`config.mk`:
```
export PLATFORM = sky130hd
export DESIGN_NAME = iabt_ctrl
export DESIGN_NICKNAME = d
export VERILOG_FILES = /design/src/rtl/iabt_pkg.sv /design/src/rtl/iabt_rst_sync.sv /design/src/rtl/iabt_mode.sv /design/src/rtl/iabt_sticky.sv /design/src/rtl/iabt_latch.sv /design/src/rtl/iabt_ctrl.sv
export SDC_FILE = /design/constraint.sdc
export NUM_CORES = 1
export LEC_CHECK = 0
export BUFFER_PORTS_ARGS = -buffer_cell sky130_fd_sc_hd__buf_4
export CORE_UTILIZATION = 45
export CTS_BUF_LIST = sky130_fd_sc_hd__clkbuf_2 sky130_fd_sc_hd__clkbuf_4 sky130_fd_sc_hd__clkbuf_8
export DETAILED_ROUTE_END_ITERATION = 8
export GPL_ROUTABILITY_DRIVEN = 0
export PLACE_DENSITY = 0.82
export SLEW_MARGIN = 20
export SYNTH_ARGS = -nofsm -noshare
export SYNTH_HDL_FRONTEND = slang
export SYNTH_SLANG_ARGS = --single-unit
```
`constraint.sdc`:
```
create_clock -name clk -period 0.8 [get_ports clk]
set_input_delay 0.04 -clock clk [delete_from_list [all_inputs] [get_ports clk]]
set_output_delay 0.04 -clock clk [all_outputs]
set_load 0.01 [all_outputs]
```
`src/rtl/iabt_pkg.sv`:
```
package iabt_pkg;

  // Debug mode state shared between the mode tracker and its consumers.
  typedef struct packed {
    logic in_dbg;
    logic discard;
  } iabt_mode_t;

endpackage

```
`src/rtl/iabt_rst_sync.sv`:
```
module iabt_rst_sync #(
  parameter int STAGES = 2
) (
  input  logic clk,
  input  logic rst_n,
  output logic rst_n_sync
);

  logic [STAGES-1:0] sync_q;

  always_ff @(posedge clk or negedge rst_n) begin
    if (!rst_n) begin
      sync_q <= '0;
    end else begin
      sync_q <= {sync_q[STAGES-2:0], 1'b1};
    end
  end

  assign rst_n_sync = sync_q[STAGES-1];

endmodule

```
`src/rtl/iabt_mode.sv`:
```
module iabt_mode
  import iabt_pkg::*;
(
  input  logic       clk,
  input  logic       rst_n,
  input  logic       enter_i,
  input  logic       exit_i,
  input  logic       barrier_i,
  output iabt_mode_t mode_o
);

  logic in_dbg_q, in_dbg_d;
  logic discard_q, discard_d;

  always_comb begin
    in_dbg_d  = in_dbg_q;
    discard_d = discard_q;
    if (exit_i) begin
      in_dbg_d  = 1'b0;
      discard_d = 1'b0;
    end else begin
      if (enter_i) in_dbg_d = 1'b1;
      if (in_dbg_q && barrier_i) discard_d = 1'b1;
    end
  end

  always_ff @(posedge clk or negedge rst_n) begin
    if (!rst_n) begin
      in_dbg_q  <= 1'b0;
      discard_q <= 1'b0;
    end else begin
      in_dbg_q  <= in_dbg_d;
      discard_q <= discard_d;
    end
  end

  assign mode_o.in_dbg  = in_dbg_q;
  assign mode_o.discard = discard_q;

  // an exit strobe always leaves discard mode off
  a_r8_exit_clears_discard: assert property (@(posedge clk) disable iff (!rst_n)
    exit_i |=> !discard_q);

  // discard mode never exists outside debug state
  a_r5_discard_in_dbg: assert property (@(posedge clk) disable iff (!rst_n)
    discard_q |-> in_dbg_q);

  // a barrier in debug state without exit turns discard mode on
  a_r5_barrier_sets: assert property (@(posedge clk) disable iff (!rst_n)
    (in_dbg_q && barrier_i && !exit_i) |=> discard_q);

endmodule

```
`src/rtl/iabt_sticky.sv`:
```
module iabt_sticky (
  input  logic clk,
  input  logic rst_n,
  input  logic in_dbg_i,
  input  logic abort_i,
  input  logic rd_i,
  output logic sticky_o
);

  logic sticky_q, sticky_d;
  logic set_ev;

  always_comb begin
    set_ev   = in_dbg_i && abort_i;
    sticky_d = sticky_q;
    if (set_ev)    sticky_d = 1'b1;
    else if (rd_i) sticky_d = 1'b0;
  end

  always_ff @(posedge clk or negedge rst_n) begin
    if (!rst_n) sticky_q <= 1'b0;
    else        sticky_q <= sticky_d;
  end

  assign sticky_o = sticky_q;

  // an abort in debug state wins over a simultaneous read
  a_r10_abort_wins: assert property (@(posedge clk) disable iff (!rst_n)
    (in_dbg_i && abort_i && rd_i) |=> sticky_q);

  // a read with no debug abort leaves the flag clear
  a_r10_read_clears: assert property (@(posedge clk) disable iff (!rst_n)
    (rd_i && !(in_dbg_i && abort_i)) |=> !sticky_q);

  // outside debug state the flag never rises
  a_r2_no_sticky_outside: assert property (@(posedge clk) disable iff (!rst_n)
    (!in_dbg_i && !sticky_q) |=> !sticky_q);

endmodule

```
`src/rtl/iabt_latch.sv`:
```
module iabt_latch #(
  parameter int KIND_W = 4
) (
  input  logic              clk,
  input  logic              rst_n,
  input  logic              abort_i,
  input  logic [KIND_W-1:0] kind_i,
  input  logic              in_dbg_i,
  input  logic              discard_i,
  input  logic              mask_i,
  output logic              take_o,
  output logic [KIND_W-1:0] take_kind_o
);

  logic              valid_q, valid_d;
  logic [KIND_W-1:0] held_q, held_d;
  logic              held_en;
  logic              take_q, take_d;
  logic [KIND_W-1:0] out_q, out_d;
  logic              deliver;
  logic              accept;

  always_comb begin
    deliver = !in_dbg_i && !mask_i;
    accept  = abort_i && !discard_i;
    valid_d = valid_q;
    held_d  = held_q;
    held_en = 1'b0;
    take_d  = 1'b0;
    out_d   = out_q;
    if (valid_q && deliver) begin
      take_d  = 1'b1;
      out_d   = held_q;
      valid_d = accept;
      held_en = accept;
      held_d  = kind_i;
    end else if (!valid_q && accept) begin
      if (deliver) begin
        take_d = 1'b1;
        out_d  = kind_i;
      end else begin
        valid_d = 1'b1;
        held_en = 1'b1;
        held_d  = kind_i;
      end
    end
  end

  always_ff @(posedge clk or negedge rst_n) begin
    if (!rst_n) begin
      valid_q <= 1'b0;
      held_q  <= '0;
      take_q  <= 1'b0;
      out_q   <= '0;
    end else begin
      valid_q <= valid_d;
      take_q  <= take_d;
      if (held_en) held_q <= held_d;
      if (take_d)  out_q  <= out_d;
    end
  end

  assign take_o      = take_q;
  assign take_kind_o = out_q;

  // nothing is taken while in debug state
  a_r4_no_take_in_dbg: assert property (@(posedge clk) disable iff (!rst_n)
    in_dbg_i |=> !take_q);

  // a set mask blocks every take
  a_r3_mask_blocks: assert property (@(posedge clk) disable iff (!rst_n)
    mask_i |=> !take_q);

  // a held abort survives discard mode unchanged
  a_r7_held_in_discard: assert property (@(posedge clk) disable iff (!rst_n)
    (discard_i && valid_q) |=> (valid_q && $stable(held_q)));

  // a take always has a held or incoming abort behind it
  a_r2_take_has_source: assert property (@(posedge clk) disable iff (!rst_n)
    take_q |-> $past(valid_q || abort_i));

endmodule

```
`src/rtl/iabt_ctrl.sv`:
```
module iabt_ctrl
  import iabt_pkg::*;
#(
  parameter int KIND_W    = 4,
  parameter int RST_STAGE = 2
) (
  input  logic              clk,
  input  logic              rst_n,
  input  logic              abort_i,
  input  logic [KIND_W-1:0] abort_kind_i,
  input  logic              dbg_enter_i,
  input  logic              dbg_exit_i,
  input  logic              barrier_done_i,
  input  logic              abort_mask_i,
  input  logic              stat_rd_i,
  output logic              take_o,
  output logic [KIND_W-1:0] take_kind_o,
  output logic              sticky_o,
  output logic              discard_o
);

  logic       rst_n_s;
  iabt_mode_t mode;

  iabt_rst_sync #(.STAGES(RST_STAGE)) i_rst (
    .clk        (clk),
    .rst_n      (rst_n),
    .rst_n_sync (rst_n_s)
  );

  iabt_mode i_mode (
    .clk       (clk),
    .rst_n     (rst_n_s),
    .enter_i   (dbg_enter_i),
    .exit_i    (dbg_exit_i),
    .barrier_i (barrier_done_i),
    .mode_o    (mode)
  );

  iabt_sticky i_sticky (
    .clk      (clk),
    .rst_n    (rst_n_s),
    .in_dbg_i (mode.in_dbg),
    .abort_i  (abort_i),
    .rd_i     (stat_rd_i),
    .sticky_o (sticky_o)
  );

  iabt_latch #(.KIND_W(KIND_W)) i_latch (
    .clk         (clk),
    .rst_n       (rst_n_s),
    .abort_i     (abort_i),
    .kind_i      (abort_kind_i),
    .in_dbg_i    (mode.in_dbg),
    .discard_i   (mode.discard),
    .mask_i      (abort_mask_i),
    .take_o      (take_o),
    .take_kind_o (take_kind_o)
  );

  assign discard_o = mode.discard;

  // while reset is held, the outputs stay quiet
  a_r1_reset_quiet: assert property (@(posedge clk)
    !rst_n_s |-> (!take_o && !sticky_o && !discard_o));

  // an abort in discard mode never produces a take at the next edge
  a_r6_discard_no_take: assert property (@(posedge clk) disable iff (!rst_n_s)
    (discard_o && abort_i) |=> !take_o);

endmodule

```
# After elaboration in Yosys (flattened, before gate mapping)
# Cells that the tools add are included.
[word_totals]
word_cells = 48
reg_bits = 15
inputBits = 12
output_inout_bits = 7
[classes]
n_reduce_logical = 18
n_eq_ne = 1
muxes = 21
[op_table]
columns = ["op", "count"]
rows = [
  ["two-way mux 4 bit", 6],
  ["two-way mux 1 bit", 15],
  ["nonzero test 2 bit", 5],
  ["logical AND 1 bit", 6],
  ["AND reduction 3 bit", 2],
  ["zero test 1 bit", 4],
  ["inequality test 2 bit (second input constant)", 1],
  ["AND reduction 2 bit", 1],
]

# Longest topological paths before layout
[depth]
ltp_word = 6
ltp_mapped = 4
depth_no_buf = 3

# Cells and area by module
# From an unflattened synthesis, not the netlist that was laid out.
[unflattened]
hier_cells = 53
area_unflattened_um2 = 628.1
[by_module_without_submodules]
columns = ["module", "area_each_um2", "cells_per_inst", "n_inst", "seq_area_each_um2"]
rows = [
  ["iabt_latch", 451.7, 38, 1, 250.2],
  ["iabt_mode", 81.3, 8, 1, 50.0],
  ["iabt_rst_sync", 53.8, 3, 1, 50.0],
  ["iabt_sticky", 41.3, 4, 1, 25.0],
]

# Worst setup path after synthesis
# Ideal clock, no wire load.
[synth_timing]
path_kind = "reg-to-reg"
from = "reg i_mode.in_dbg_q"
to = "reg i_latch.held_q[0]"
period_less_slack_ns = 1.507
slack_ns = -0.707
setup_time_ns = 0.125
stages_incl_launch_ff = 4
path_buffers = 0
t_required_ns = 0.675
arrival_time_ns = 1.382
cell_sequence = "dfrtp_1 or3b_4 a21boi_4 mux2_2"
[synth_between]
elab_chain_len = 6
word_cells_on_any_way = 10
classes_between = "eq/ne (1); mux (4); reduce/logical (5)"
[synth_lines]
columns = ["element", "line_no", "text"]
rows = [
  ["start: declaration", "iabt_mode.sv:12", "logic in_dbg_q, in_dbg_d;"],
  ["start signal: assignment", "iabt_mode.sv:32", "in_dbg_q <= in_dbg_d;"],
  ["zero test 1 bit *", "iabt_latch.sv:24", "deliver = !in_dbg_i && !mask_i;"],
  ["logical AND 1 bit *", "iabt_latch.sv:24", ""],
  ["two-way mux 1 bit", "iabt_latch.sv:38", "if (deliver) begin"],
  ["two-way mux 1 bit", "iabt_latch.sv:37", "end else if (!valid_q && accept) begin"],
  ["two-way mux 1 bit", "iabt_latch.sv:31", "if (valid_q && deliver) begin"],
  ["AND reduction 3 bit (no line)", "n/a", ""],
  ["end signal: assignment", "iabt_latch.sv:58", "if (held_en) held_q <= held_d;"],
  ["end: declaration", "iabt_latch.sv:16", "logic [KIND_W-1:0] held_q, held_d;"],
]
# Every way passes the cells marked *; elsewhere a longest branch is shown, timed or not.
# A chain may end at the register's enable or synchronous reset.

# Final worst setup path
[layout_timing]
from = "reg i_mode.in_dbg_q"
to = "reg i_latch.out_q[2], in the netlist i_latch.take_kind_o[2]"
[layout_between]
elab_chain_len = 6
word_cells_on_any_way = 10
classes_between = "mux (4); reduce/logical (6)"
[layout_lines]
columns = ["element", "line_no", "text"]
rows = [
  ["zero test 1 bit *", "iabt_latch.sv:24", ""],
  ["logical AND 1 bit *", "iabt_latch.sv:24", ""],
  ["two-way mux 1 bit", "iabt_latch.sv:38", ""],
  ["two-way mux 1 bit", "iabt_latch.sv:37", ""],
  ["two-way mux 1 bit", "iabt_latch.sv:31", ""],
  ["AND reduction 3 bit (no line)", "n/a", ""],
  ["end signal: assignment", "iabt_latch.sv:59", "if (take_d) out_q <= out_d;"],
  ["end: declaration", "iabt_latch.sv:19", "logic [KIND_W-1:0] out_q, out_d;"],
]
# Marked as above.

==> impl_metrics.csv <==
group,metric,value,unit
sta,slew_violations,0,
clocking,clock_path_buffers,2,
synth,synth-seq-cells,15,
finish,nets,110,
synth,synth_cell_types,16,
sta,setup_viol,20,
clocking,clkSlewWorstSetupHoldPaths,90,ps
finish,fillers,43,
clocking,cts.sinks,15,
routing,ant_nets,0,
routing,wl_met2,1050,um
min_path,hold_class,"in -> async",
sta,timing.final.ws_setup,-674,ps
routing,drtIter0Drc,12,
sta,tns,-7020,ps
synth,ys_warn_count,0,
clocking,clk-insertion-delay-late,290,ps
synth,synthTopCellsByArea,"dfrtp_1 (62%), o22ai_1 (8.2%), mux2_2 (7.4%)",
sta,post-route-min-period,1470,ps
critical_path,crit_path_top_delay_cell,"or4b_4",
pwr,powerDensity,2220,nW/um^2
synth,yosys.area.top_type,"dfrtp_1",
routing,vias,588,
global_routing,grt_max_degree,14,
routing,postRouteWirelength,1990,um
finish,finalNonFillerCells,111,
floorplan,die_area,1510,um^2
floorplan,num_rows,12,
placed_design,io_buffers,18,
critical_path,cp.arrival,1650,ps
routing,drt-vias-per-instance,5.30,
pwr,p_leak,0.509,nW
run_status,outcome,"finished, violations left",
flow_run,max-cap-violations,0,
synth,yosysSeqAreaShare,0.616,
sta,rsz0062_at_grt,"true",
clocking,cts_root_buf,"clkbuf_4",
critical_path,crit_chain,"buf_4 > or4b_4 > o22ai_2 > a21oi_2",
routing,drcViolationCount,0,
run_status,violations,"negative setup slack",
global_routing,antenna_found_initial,0,
floorplan,io_pins,19,
critical_path,cp-end-kind,"flop",
critical_path,cp-start-kind,"flop",
floorplan,die_w,38.8,um
clocking,htreeDepth,1,
sta,finalClockSkew,3.35,ps
synth,synth-edff-count,0,
placed_design,dpl.hpwl,876,um
clocking,cts_made_buffers,3,
critical_path,crit_type,"reg -> reg",
synth,async_flop_share,1.00,
global_routing,gr-usage-all-layers,0.303,
synth,synth-main-ff-cell,"dfrtp_1",
sta,finalCritPeriodShare,1.84,
synth,syn_inst,51,
synth,yosysMostFrequentCell,"dfrtp_1",
synth,syn_nets,63,
finish,drive_gt1_frac,0.557,
placed_design,dp_cells,92,
floorplan,core_area,1190,um^2
routing,wl_per_cell,17.9,um
global_routing,grt_pass1_vias,619,
pwr,ir_worst_vdd,1.67,mV
global_routing,grt-ovfl-total,0,
floorplan,initial_utilization,0.514,
routing,wl_met3,73,um
sta,hold_viol_final,0,
finish,diodes,0,
sta,fmax,679,MHz
synth,synthTopCellsByCount,"dfrtp_1 (15), o22ai_1 (8), nor2_1 (6)",
routing,top_layer,"met4",
routing,wl_met1,782,um
floorplan,die_h,38.8,um
critical_path,required,980,ps
routing,drtPass1Iterations,4,
critical_path,crit_path_max_incr_delay,570,ps
finish,flow.area_growth_from_synthesis,79.7,%
synth,synth_area_per_cell,11.9,um^2
synth,yosys.area.top_type_share,0.616,
global_routing,grt_pass1_wl,2840,um
critical_path,worstPathMaxFanout,4,
synth,synth.cell_area,609,um^2
clocking,cts_tree,"done",
-- cells by family (layout without fill, tap and decap cells) --
group	after synthesis	in the layout	synth area share
adders and majority gates	1	1	0.0164
other	1	1	0.00615
buffers and inverters	4	50	0.0246
AOI/OAI and AO/OA	16	16	0.175
DFF	15	15	0.616
and+or+nand+nor	10	10	0.0883
muxes	4	4	0.0739
-- sequential cells by signal, summed over array words and instances (netlist names) --
| name | cells |
|---|---|
| i_latch.take_kind_o | 4 |
| i_latch.valid_q | 1 |
| i_sticky.sticky_o | 1 |
| i_latch.take_o | 1 |
| i_mode.discard_q | 1 |
| i_mode.in_dbg_q | 1 |
| i_latch.held_q | 4 |
| i_rst.sync_q | 2 |
-- layout make-up --
type | count | area [um^2] | share of cell area
repair buffers | 43 | 382 | 0.349
flip-flops and latches | 15 | 375 | 0.343
multi-input cells | 32 | 279 | 0.255
clock buffers | 4 | 30.0 | 0.0274
well taps | 14 | 17.5 | 0.0160
inverters | 3 | 11.3 | 0.0103
-- through the flow --
| stage | power [mW] | hold WS, ps | instance area (um^2) | setup WS, ps | utilization |
|---|---|---|---|---|---|
| 3_5_place_dp | 1.64 | -176 | 833 | -669 | 0.703 |
| 2_1_floorplan | 1.34 | -256 | 611 | -663 | - |
| 3_3_place_gp | 1.62 | -178 | 833 | -641 | 0.703 |
| 5_1_grt | 2.55 | 45.0 | 1090 | -713 | 0.923 |
| 4_1_cts | 2.32 | 59.1 | 1060 | -657 | 0.892 |
| 6_report | 2.43 | 57.4 | 1090 | -674 | 0.923 |
-- where the power goes --
| part | internal [mW] | switching [mW] |
|---|---|---|
| registers | 0.925 | 0.131 |
| logic | 0.538 | 0.352 |
| clock network | 0.228 | 0.254 |
-- worst paths after layout --
kind	start	endpoint	slack, ps	cells past startpoint
worst min register to register	i_rst.sync_q[1]	i_mode.discard_q	180	1
max in group asynchronous	i_rst.sync_q[1]	i_latch.take_kind_o[1]	450	1
worst max-delay path	i_mode.in_dbg_q	i_latch.take_kind_o[2]	-670	4
min in group clk	abort_mask_i	i_latch.take_o	210	6
worst max register to register	i_mode.in_dbg_q	i_latch.take_kind_o[2]	-670	4
worst min-delay path	rst_n	i_rst.sync_q[1]	60	2
-- layer usage --
layer | up-vias | global-route usage
li1 | 272 | -
met1 | 280 | 0.346
met2 | 27 | 0.546
met3 | 9 | 0.0173
met4 | 0 | 0.181
met5 | - | 0
-- placed cells by master, fill, tap and decap left out, types with 2 or more instances in the layout --
cell type / n
inv_1: 2
dfrtp_1: 15
mux2_2: 4
buf_6: 9
a21oi_1: 3
nor2_1: 4
o22ai_2: 4
clkbuf_4: 4
o22ai_1: 4
nor2_4: 2
buf_4: 24
dlygate4sd3_1: 10
-- critical path: cells and delay by family (launching register included) --
kind	cells	cell delay, ps
buf+inv	1	150
compound gates	2	230
simple gates	1	570
flops	1	400
-- what timing repair did --
action	4_1_cts	5_1_grt
endpoints found under the hold margin	9	0
pin swaps	11	0
setup endpoints to repair	18	20
gates resized for setup	17	7
buffers inserted	5	2
hold buffers	10	0
Power figures use the tool's default switching activity.
